File: src/rtl/upd_strobe_pkg.sv
package upd_strobe_pkg;

    // Control sequencer states
    typedef enum logic [1:0] {
        ST_IDLE  = 2'd0,
        ST_LOAD  = 2'd1,
        ST_COUNT = 2'd2
    } ctl_state_t;

    // Notification pulse states
    typedef enum logic {
        PS_LOW  = 1'b0,
        PS_HIGH = 1'b1
    } pulse_state_t;

endpackage

File: src/rtl/usg_prescaler.sv
module usg_prescaler #(
    parameter int SEL_W = 2
) (
    input  logic             clk,
    input  logic             rst_n,
    input  logic             clr,
    input  logic             run,
    input  logic [SEL_W-1:0] sel,
    output logic             tick
);
    // Largest divide is 2^(2^SEL_W - 1); phase counter width matches it.
    localparam int PRE_W = (1 << SEL_W) - 1;

    logic [PRE_W-1:0] phase_q;
    logic [PRE_W-1:0] mask;

    always_comb begin
        mask = '0;
        for (int i = 0; i < PRE_W; i++) begin
            if (i < int'(sel)) mask[i] = 1'b1;
        end
    end

    assign tick = run && (phase_q == mask);

    always_ff @(posedge clk or negedge rst_n) begin
        if (!rst_n) begin
            phase_q <= '0;
        end else if (clr || tick) begin
            phase_q <= '0;
        end else if (run) begin
            phase_q <= phase_q + 1'b1;
        end
    end

endmodule

File: src/rtl/usg_rate_counter.sv
module usg_rate_counter #(
    parameter int              CNT_W      = 32,
    parameter logic [CNT_W-1:0] RESET_RATE = 32'h0000_FFFF
) (
    input  logic             clk,
    input  logic             rst_n,
    input  logic             load,
    input  logic             tick,
    input  logic [CNT_W-1:0] rate,
    output logic             expire
);
    logic [CNT_W-1:0] cnt_q;
    logic [CNT_W-1:0] rate_eff;

    // A zero range is served as a single tick.
    assign rate_eff = (rate == '0) ? CNT_W'(1) : rate;
    assign expire   = tick && (cnt_q == CNT_W'(1));

    always_ff @(posedge clk or negedge rst_n) begin
        if (!rst_n) begin
            cnt_q <= RESET_RATE;
        end else if (load || expire) begin
            cnt_q <= rate_eff;
        end else if (tick) begin
            cnt_q <= cnt_q - 1'b1;
        end
    end

endmodule

File: src/rtl/usg_pulse_shaper.sv
module usg_pulse_shaper
    import upd_strobe_pkg::*;
#(
    parameter int PULSE_LEN = 12
) (
    input  logic clk,
    input  logic rst_n,
    input  logic clr,
    input  logic fire,
    output logic active
);
    localparam int LEN_W = $clog2(PULSE_LEN + 1);

    pulse_state_t ps_q, ps_d;
    logic [LEN_W-1:0] rem_q, rem_d;

    always_comb begin
        ps_d  = ps_q;
        rem_d = rem_q;
        if (clr) begin
            ps_d  = PS_LOW;
            rem_d = '0;
        end else if (fire) begin
            ps_d  = PS_HIGH;
            rem_d = LEN_W'(PULSE_LEN - 1);
        end else begin
            unique case (ps_q)
                PS_LOW: begin
                    rem_d = '0;
                end
                PS_HIGH: begin
                    if (rem_q == '0) ps_d = PS_LOW;
                    else             rem_d = rem_q - 1'b1;
                end
                default: ps_d = PS_LOW;
            endcase
        end
    end

    always_ff @(posedge clk or negedge rst_n) begin
        if (!rst_n) begin
            ps_q  <= PS_LOW;
            rem_q <= '0;
        end else begin
            ps_q  <= ps_d;
            rem_q <= rem_d;
        end
    end

    assign active = (ps_q == PS_HIGH);

endmodule

File: src/rtl/upd_strobe_gen.sv
module upd_strobe_gen
    import upd_strobe_pkg::*;
#(
    parameter int               CNT_W      = 32,
    parameter int               SEL_W      = 2,
    parameter int               PULSE_LEN  = 12,
    parameter int               STATIC_MAX = 3,
    parameter logic [SEL_W-1:0] RESET_SEL  = '0,
    parameter logic [CNT_W-1:0] RESET_RATE = 32'h0000_FFFF
) (
    input  logic             clk,
    input  logic             rst_n,
    input  logic             enable,
    input  logic [SEL_W-1:0] rate_sel,
    input  logic [CNT_W-1:0] rate_word,
    output logic             upd_event,
    output logic             upd_pin_o,
    output logic             upd_pin_oe
);
    ctl_state_t state_q, state_d;

    logic [SEL_W-1:0] sel_q;
    logic             static_q;
    logic             event_q;
    logic             tick;
    logic             expire;
    logic             fire;
    logic             pulse_on;
    logic             capture;

    // ---------------- state register ----------------
    always_ff @(posedge clk or negedge rst_n) begin
        if (!rst_n) state_q <= ST_IDLE;
        else        state_q <= state_d;
    end

    // ---------------- next state ----------------
    always_comb begin
        state_d = state_q;
        unique case (state_q)
            ST_IDLE:  state_d = enable ? ST_LOAD  : ST_IDLE;
            ST_LOAD:  state_d = enable ? ST_COUNT : ST_IDLE;
            ST_COUNT: state_d = enable ? ST_COUNT : ST_IDLE;
            default:  state_d = ST_IDLE;
        endcase
    end

    // Capture of divide code and static flag: on entry and on every reload.
    assign capture = (state_q == ST_LOAD) || ((state_q == ST_COUNT) && expire);
    assign fire    = (state_q == ST_COUNT) && enable && expire;

    // ---------------- outputs ----------------
    always_ff @(posedge clk or negedge rst_n) begin
        if (!rst_n) begin
            sel_q    <= RESET_SEL;
            static_q <= 1'b0;
            event_q  <= 1'b0;
        end else begin
            event_q <= fire;
            if (state_q == ST_IDLE) begin
                static_q <= 1'b0;
            end else if (capture) begin
                sel_q    <= rate_sel;
                static_q <= (rate_word <= CNT_W'(STATIC_MAX));
            end
        end
    end

    usg_prescaler #(
        .SEL_W (SEL_W)
    ) u_pre (
        .clk   (clk),
        .rst_n (rst_n),
        .clr   (state_q != ST_COUNT),
        .run   (state_q == ST_COUNT),
        .sel   (sel_q),
        .tick  (tick)
    );

    usg_rate_counter #(
        .CNT_W      (CNT_W),
        .RESET_RATE (RESET_RATE)
    ) u_cnt (
        .clk    (clk),
        .rst_n  (rst_n),
        .load   (state_q != ST_COUNT),
        .tick   (tick),
        .rate   (rate_word),
        .expire (expire)
    );

    usg_pulse_shaper #(
        .PULSE_LEN (PULSE_LEN)
    ) u_pulse (
        .clk    (clk),
        .rst_n  (rst_n),
        .clr    (state_d == ST_IDLE),
        .fire   (fire),
        .active (pulse_on)
    );

    assign upd_event  = event_q;
    assign upd_pin_oe = (state_q != ST_IDLE);
    assign upd_pin_o  = upd_pin_oe && (static_q || pulse_on);

endmodule

File: config.mk
export PLATFORM = sky130hd
export DESIGN_NAME = upd_strobe_gen
export DESIGN_NICKNAME = d
export VERILOG_FILES = /design/src/rtl/upd_strobe_pkg.sv /design/src/rtl/usg_prescaler.sv /design/src/rtl/usg_rate_counter.sv /design/src/rtl/usg_pulse_shaper.sv /design/src/rtl/upd_strobe_gen.sv
export SDC_FILE = /design/constraint.sdc
export NUM_CORES = 1
export LEC_CHECK = 0
export ABC_AREA = 1
export BUFFER_PORTS_ARGS = -buffer_cell sky130_fd_sc_hd__buf_2
export CORE_MARGIN = 8
export CORE_UTILIZATION = 35
export DETAILED_ROUTE_END_ITERATION = 16
export GPL_TIMING_DRIVEN = 0
export PLACE_DENSITY = 0.62
export SETUP_SLACK_MARGIN = 0.2
export SYNTH_ARGS = -nofsm -noshare
export SYNTH_HDL_FRONTEND = slang
export SYNTH_HIERARCHICAL = 1
export SYNTH_SLANG_ARGS = --single-unit
File: constraint.sdc
create_clock -name clk -period 3.3 [get_ports clk]
set_clock_uncertainty 0.15 [all_clocks]
set_input_delay 0.33 -clock clk [delete_from_list [all_inputs] [get_ports clk]]
set_output_delay 0.33 -clock clk [all_outputs]
set_load 0.005 [all_outputs]
==> flow_summary.json, run 1 <==
{
  "startpoint_type": "flip-flop",
  "setup_viol_count_final": 0,
  "synthCells": 556,
  "num_rows": 36,
  "postSynthAreaPerCell_sq_um": 6.396,
  "ir_worst_vdd_uv": 225.5,
  "yosysWarnings": 6,
  "crit_fanout": 7,
  "grt_pass1_vias": 3614,
  "initial_core_util": 0.3621,
  "ys_ff_latch": 46,
  "syn2layout_area_growth_pct": 12.63,
  "min_period_ns": 2.672,
  "htreeDepth": 2,
  "hold_class": "in2async",
  "clk_pin_slew_ns": 0.09,
  "path_class": "reg2reg",
  "worstMarginPinSlew_ns": 1.046,
  "fin_nets": 648,
  "port_buffers": 39,
  "synth.distinct_cells": 35,
  "rsz0062_at_grt": "false",
  "cts_buffer_depth": 2,
  "status": "finished clean",
  "fin_tns_setup_ns": 0,
  "diodes": 0,
  "timing.fmax_ghz": 0.3742,
  "finalMaxSlewViolations": 0,
  "die_area_sq_um": 13640,
  "core_area_sq_um": 9819,
  "utilization": 0.4079,
  "slew_headroom": 0.3028,
  "cts_tree": "yes",
  "postCtsSetupRepairBufs": 0,
  "dr.first_iter.drc_count": 246,
  "wl_mm": 10.17,
  "clock-sinks": 46,
  "wl_per_cell_um": 13.82,
  "via_per_inst": 4.855,
  "grt_pass1_wl_mm": 17.24,
  "nFillCells": 1101,
  "register_area_sq_um": 1171,
  "drv_cap": 0,
  "drive_above_1_share": 0.1658,
  "die_y_um": 116.8,
  "dp_hpwl_mm": 8.114,
  "multi_input_area_sq_um": 2126,
  "grt_use_total": 0.1598,
  "clockRootBuffer": "clkbuf_8",
  "timing.final.crit_share": 0.8098,
  "die-width_um": 116.8,
  "drtPass1Iterations": 5,
  "drc_errors": 0,
  "grt-ovfl-total": 0,
  "vias": 3573,
  "hold_violations": 0,
  "cts_buffers": 5,
  "grt_antenna_before_repair": 0,
  "ant_nets": 0,
  "gp_congestion": 0.9648,
  "ios": 40,
  "worstPathArrival_ns": 2.76,
  "p_leak_nw": 1.874,
  "cts_resized": 0,
  "grt_max_degree": 47,
  "holdBufCountCts": 0,
  "clk_latency_ns": 0.31,
  "synth_fp_nets": 602,
  "synth_area_sq_um": 3556,
  "powerDensity_nw_per_um2": 486.7,
  "critical_path_required_ns": 3.39,
  "seq_area_frac_synth": 0.3293,
  "worstSetupEndpointType": "flip-flop"
}
[Yosys cell counts (all sizes together)]
master,n,share of area
nand3,29,0.045
nand3b,1,0.0021
a21boi,2,0.0042
and2,1,0.0018
buf,6,0.014
nand4,10,0.018
nand2,209,0.22
inv,53,0.056
a21oi,5,0.0091
xnor2,7,0.017
nor3,5,0.0084
o211ai,11,0.023
dfstp,16,0.12
a22oi,1,0.0021
o22ai,1,0.0018
nor4,1,0.0018
clkbuf,3,0.0032
o21bai,1,0.0021
xor2,12,0.030
dfrtp,30,0.21
ha,9,0.032
nor2,126,0.15
o21ai,17,0.028
[layer usage]
metal,share of wire,GRT usage
met1,0.45,0.2007
met2,0.49,0.2742
met3,0.058,0.03232
met4,0.011,0.03840
met5,0,0
[area by class of cell]
| class | instances | area share |
|---|---|---|
| multi-input combinational | 448 | 0.5308 |
| timing repair buffer | 39 | 0.04873 |
| clock inverter | 3 | 0.004061 |
| sequential | 46 | 0.2924 |
| tap | 133 | 0.04155 |
| inverter | 53 | 0.04967 |
| clock buffer | 5 | 0.01718 |
| buffer | 9 | 0.01562 |
[cell usage in the layout (no fill, tap or decap), types with 4 or more instances in the layout]
cell type  instances
buf_2             41
clkbuf_8           5
dfrtp_1           30
dfstp_2           16
ha_1               9
inv_1             51
nand2_1          204
nand2_2            5
nand3_1           26
nand4_1           10
nor2_1           109
nor2_2            15
nor3_1             4
o211ai_1          11
o21ai_0           10
o21ai_1            5
xnor2_1            7
xor2_1            12
[worst max-delay path, cell delays in order (launching register included)]
cell and delay [ns]:
dfrtp_1 0.43, inv_1 0.10, ha_1 0.29, nand2_1 0.08, nor2_1 0.11, nand3_2 0.09, inv_1 0.13, nand4_1 0.11
nor4_1 0.34, nand2_1 0.20, nor2_2 0.19, inv_1 0.12, o21ai_0 0.10, nand3_1 0.10, o21ai_1 0.08
[state kept, by name (all words and copies together), names as in the netlist]
register,count
u_pulse/rem_q,4
upd_event,1
u_pre/phase_q,3
sel_q,2
static_q,1
state_q,2
u_cnt/cnt_q,32
u_pulse/active,1
[through the flow]
step / setup WS, ns / instance area, sq um / power, W / hold WS [ns] / std cells
after floorplan: 0.9856 / 3556 / 0.001373 / -0.1156 / 556
after global placement: 0.5854 / 3918 / 0.001588 / 0.3220 / 728
after detailed placement: 0.5595 / 3918 / 0.001602 / 0.3435 / 728
after CTS: 0.5210 / 4003 / 0.001960 / 0.09992 / 736
after global routing: 0.2063 / 4005 / 0.002119 / 0.1173 / 736
final: 0.6275 / 4005 / 0.001949 / 0.06297 / 736
[logic make-up (layout without fill, tap and decap cells)]
family                   Yosys count  in the layout  synth area share
AO/OA/AOI/OAI                     38             38           0.07073
XOR/XNOR                          19             19           0.04680
adder cells (fa/ha/maj)            9              9           0.03167
buffers and inverters             62            109           0.07354
flip-flops                        46             46            0.3293
AND/OR/NAND/NOR                  382            382            0.4479
[where the power goes]
| part | switching, W | internal [W] |
|---|---|---|
| registers | 0.000163 | 0.000716 |
| clock network | 0.000206 | 0.000146 |
| logic | 0.000465 | 0.000255 |
| total | 0.000833 | 0.00112 |
[path summary, 6_finish.rpt]
| check | start | endpoint | slack (ns) | cells after the start |
|---|---|---|---|---|
| setup / recovery | state_q[0] | u_pulse/rem_q[1] | 0.63 | 14 |
| hold / removal | rst_n | u_cnt/cnt_q[16] | 0.06 | 1 |
| setup reg to reg | state_q[0] | u_pulse/rem_q[1] | 0.63 | 14 |
| hold reg to reg | u_cnt/cnt_q[14] | u_cnt/cnt_q[14] | 0.36 | 2 |
| max in group asynchronous | rst_n | u_cnt/cnt_q[31] | 2.30 | 1 |
| min in group clk | enable | state_q[0] | 0.11 | 3 |
Note: power is estimated with default switching activity, not from simulation.
==> run 2, diff against run 1 <==
Settings changed: PLACE_DENSITY 0.62 to 0.64.
Clock period 3.3 ns to 2.25 ns, I/O delays scaled along.
==> flow_summary.json, run 2 (same netlist as run 1, synthesis figures left out) <==
{
  "worstPathArrival_ns": 2.42,
  "status": "complete, but fails checks",
  "ios": 40,
  "final_common_cell": "nand2_1",
  "initial_core_util": 0.3621,
  "hold_class": "in2async",
  "cpMostUsedCell": "nand2_1",
  "startpoint_type": "flip-flop",
  "drtPass1Iterations": 5,
  "port_buffers": 39,
  "place_ws_ns": -0.3058,
  "worstMarginPinSlew_ns": 1.107,
  "num_rows": 36,
  "die-width_um": 116.8,
  "critical_path_required_ns": 2.35,
  "crit_slowest_cell": "dfrtp_1",
  "vias": 3773,
  "violations": "negative hold slack, negative setup slack",
  "clk_pin_slew_ns": 0.10,
  "min_period_ns": 2.316,
  "wl_mm": 11.39,
  "r2r-start": "state_q[0]",
  "ff2ff_setup_slack_ns": -0.07,
  "htreeDepth": 2,
  "grt_use_total": 0.1686,
  "crit_fanout": 5,
  "max_stage_delay_ns": 0.41,
  "drv_cap": 0,
  "largest_register": "u_cnt/cnt_q",
  "die_area_sq_um": 13640,
  "gp_congestion": 0.9425,
  "mostFrequentLayoutCells": "171 x nand2_1, 104 x nor2_1, 48 x inv_1",
  "clock-sinks": 46,
  "clk_latency_ns": 0.31,
  "die_y_um": 116.8,
  "dp_hpwl_mm": 8.208,
  "grt_pass1_vias": 3598,
  "cts_buffers": 5,
  "ant_nets": 0,
  "dr.first_iter.drc_count": 282,
  "syn2layout_area_growth_pct": 27.23,
  "grt-ovfl-total": 0,
  "cts_buffer_depth": 2,
  "p_leak_nw": 2.067,
  "drive_above_1_share": 0.2899,
  "drc_errors": 0,
  "cts_tree": "yes",
  "ir_worst_vdd_uv": 314.8,
  "timing.fmax_ghz": 0.4317,
  "grt_max_degree": 47,
  "wl_per_cell_um": 15.11,
  "finalMaxSlewViolations": 0,
  "core_area_sq_um": 9819,
  "cp_top_family": "simple AND/OR/NAND/NOR gates",
  "r2r_end": "u_cnt/cnt_q[25]",
  "grt_antenna_before_repair": 0,
  "crit_buf_inv": 4,
  "top_regs": "u_cnt/cnt_q (32), u_pulse/rem_q (4), u_pre/phase_q (3)",
  "hold_violations": 31,
  "largest_register_ffs": 32,
  "diodes": 0,
  "fin_nets": 666,
  "whs_ns": -0.02593,
  "via_per_inst": 5.004,
  "setup_viol_count_final": 13,
  "critical_path.cell_chain": "inv_2 > ha_4 > nand2_2 > nor2_2 > nand3_2 > inv_2 > nand2_2 > nor3_2 > nand3_2 > o21ai_4 > buf_6 > buf_6 > nand2_1 > nand2_1 > nand2_1 > nand2_1",
  "timing.final.crit_share": 1.029,
  "slew_headroom": 0.2622,
  "clockRootBuffer": "clkbuf_8",
  "grt_pass1_wl_mm": 17.77,
  "rsz0062_at_grt": "true",
  "fin_ws_ns": -0.06636,
  "powerDensity_nw_per_um2": 750.7,
  "utilization": 0.4608,
  "path_class": "reg2reg",
  "reg2reg_depth": 16,
  "worstSetupEndpointType": "flip-flop"
}
==> run 2: area by class of cell <==
type | instances | area, sq um
clock inverter | 3 | 68.82
timing repair buffer | 57 | 370.4
inverter | 53 | 201.4
clock buffer | 5 | 68.82
sequential | 46 | 1172
fill | 1028 | 5295
tap | 133 | 166.4
multi-input combinational | 448 | 2400
buffer | 9 | 76.32
==> run 2: metrics by stage <==
stage / instance area (sq um) / setup TNS, ns / instances / hold slack (ns) / total power (W)
after floorplan: 3571 / 0 / 556 / -0.2206 / 0.002023
after global placement: 3933 / -3.250 / 728 / 0.3128 / 0.002350
after detailed placement: 3933 / -4.056 / 728 / 0.3288 / 0.002373
after CTS: 4273 / -0.3605 / 747 / 0.0006431 / 0.003258
after global routing: 4524 / -3.619 / 754 / 0.007344 / 0.003625
final: 4524 / -0.5105 / 754 / -0.02593 / 0.003396
==> run 2: repair_timing <==
action	4_1_cts	5_1_grt
cloned	3	0
endpoints found under the hold margin	1	0
resized for setup	41	55
hold buffers	1	0
setup buffers	7	7
pin swaps	12	27
endpoints found under the setup margin	41	41
==> run 2: routing by layer <==
layer	wire, um	share of wire	vias up	global-route usage
li1	-	-	1866	-
met1	4759	0.42	1764	0.2090
met2	5718	0.50	114	0.2876
met3	624	0.055	29	0.02617
met4	287	0.025	0	0.06570
met5	0	0	-	0
==> run 2: report_power, final <==
group          internal, W  switching, W
clock network     0.000446      0.000320
registers          0.00105      0.000261
logic             0.000505      0.000814
==> run 2: worst max-delay path by stage <==
stage / startpoint / endpoint / slack [ns] / cells past startpoint
2_1_floorplan: state_q[0] / u_pulse/rem_q[3] / 0.20 / 14
3_3_place_gp: u_cnt/cnt_q[8] / u_pulse/rem_q[3] / -0.29 / 11
3_5_place_dp: u_cnt/cnt_q[8] / u_pulse/rem_q[1] / -0.31 / 11
4_1_cts: state_q[0] / u_pulse/rem_q[3] / -0.08 / 14
5_1_grt: state_q[0] / u_cnt/cnt_q[29] / -0.18 / 16
6_report: state_q[0] / u_cnt/cnt_q[25] / -0.07 / 16
==> run 3, diff against run 2 <==
Settings changed: REMOVE_ABC_BUFFERS from default to 1.
==> flow_summary.json, run 3 (same netlist as run 1, synthesis figures left out) <==
{
  "via_per_inst": 4.999,
  "port_buffers": 39,
  "ant_nets": 0,
  "timing.final.crit_share": 0.9995,
  "grt_pass1_vias": 3528,
  "grt_max_degree": 47,
  "fin_tns_setup_ns": 0,
  "p_leak_nw": 2.053,
  "grt-ovfl-total": 0,
  "utilization": 0.4610,
  "status": "complete, but fails checks",
  "wl_mm": 11.10,
  "fin_nets": 668,
  "final_common_cell": "nand2_1",
  "diodes": 0,
  "die-width_um": 116.8,
  "worstSetupEndpointType": "flip-flop",
  "worstPathArrival_ns": 2.34,
  "clk_pin_slew_ns": 0.09,
  "timing.fmax_ghz": 0.4447,
  "drive_above_1_share": 0.2986,
  "powerDensity_nw_per_um2": 704.2,
  "rsz0062_at_grt": "true",
  "wl_per_cell_um": 14.68,
  "fin_ws_ns": 0.001094,
  "crit_fanout": 5,
  "mostFrequentLayoutCells": "169 x nand2_1, 103 x nor2_1, 47 x inv_1",
  "die_area_sq_um": 13640,
  "hold_class": "in2async",
  "cts_tree": "yes",
  "num_rows": 36,
  "startpoint_type": "flip-flop",
  "hold_violations": 19,
  "ios": 40,
  "drtPass1Iterations": 5,
  "drv_cap": 0,
  "clk_latency_ns": 0.30,
  "core_area_sq_um": 9819,
  "grt_use_total": 0.1646,
  "ff2ff_setup_slack_ns": 0.001,
  "largest_register": "u_cnt/cnt_q",
  "path_class": "reg2reg",
  "syn2layout_area_growth_pct": 27.30,
  "slew_headroom": 0.2829,
  "dr.first_iter.drc_count": 236,
  "worstMarginPinSlew_ns": 1.076,
  "die_y_um": 116.8,
  "cts_buffer_depth": 2,
  "finalMaxSlewViolations": 0,
  "grt_antenna_before_repair": 0,
  "clockRootBuffer": "clkbuf_8",
  "place_ws_ns": -0.6752,
  "setup_viol_count_final": 0,
  "top_regs": "u_cnt/cnt_q (32), u_pulse/rem_q (4), u_pre/phase_q (3)",
  "drc_errors": 0,
  "htreeDepth": 2,
  "gp_congestion": 0.8914,
  "initial_core_util": 0.3621,
  "ir_worst_vdd_uv": 365.0,
  "grt_pass1_wl_mm": 17.64,
  "vias": 3779,
  "min_period_ns": 2.249,
  "violations": "negative hold slack",
  "whs_ns": -0.02721,
  "cts_buffers": 5,
  "dp_hpwl_mm": 7.705,
  "largest_register_ffs": 32,
  "clock-sinks": 46,
  "critical_path_required_ns": 2.35
}
## run 3: area by class of cell
type,count,area [sq um]
clock buffers,7,86.33
clock inverters,1,5.005
fillers,1029,5293
inverters,53,205.2
multi-input cells,449,2419
flip-flops and latches,46,1174
well taps,133,166.4
repair buffers,67,471.7
## run 3: per-stage QoR
stage / hold WS, ns / cells / power (W) / cell area, sq um
final: -0.02721 / 756 / 0.003188 / 4527
after detailed placement: 0.3251 / 720 / 0.002316 / 3872
after global placement: 0.3178 / 719 / 0.002275 / 3855
after floorplan: -0.2206 / 547 / 0.001977 / 3493
after global routing: 0.001210 / 756 / 0.003427 / 4527
after CTS: 0.0009987 / 745 / 0.003069 / 4309
## run 3: routing by layer
| layer | vias up | routed length (um) | GRT usage |
|---|---|---|---|
| met5 | - | 0 | 0 |
| met4 | 0 | 246 | 0.04522 |
| met3 | 21 | 752 | 0.02719 |
| met2 | 135 | 5391 | 0.2804 |
| met1 | 1755 | 4704 | 0.2100 |
| li1 | 1868 | - | - |
## run 3: worst paths after layout
path / depth (start not counted) / startpoint / end
worst max-delay path: 15 / state_q[0] / u_cnt/cnt_q[23]
max in group asynchronous: 1 / rst_n / state_q[1]
worst min register to register: 2 / sel_q[0] / sel_q[0]
worst max register to register: 15 / state_q[0] / u_cnt/cnt_q[23]
min in group clk: 3 / rate_word[6] / u_cnt/cnt_q[6]
worst min-delay path: 1 / rst_n / u_cnt/cnt_q[16]
## run 3: repair_timing
item,in CTS,in global routing
buffers inserted,15,10
endpoints found under the hold margin,1,0
hold buffers,1,0
pin swaps,21,27
cloned,1,1
resized for setup,60,33
endpoints found under the setup margin,41,41
## run 3: power breakdown
part           internal [W]  switching, W
Combinational      0.000531      0.000820
Sequential          0.00105      0.000248
Clock              0.000249      0.000289
## run 3: worst max-delay path: stages, from the launching register on
cell and delay [ns]:
dfrtp_1 0.40, inv_2 0.08, ha_4 0.15, nand2_4 0.05
nor2_4 0.13, nand3_4 0.10, inv_4 0.08, nand2_2 0.06
nor3_2 0.14, nand3_2 0.16, o21ai_4 0.27, clkbuf_16 0.21
nor2_1 0.04, nand2_1 0.06, nand2_1 0.06, nand2_1 0.05
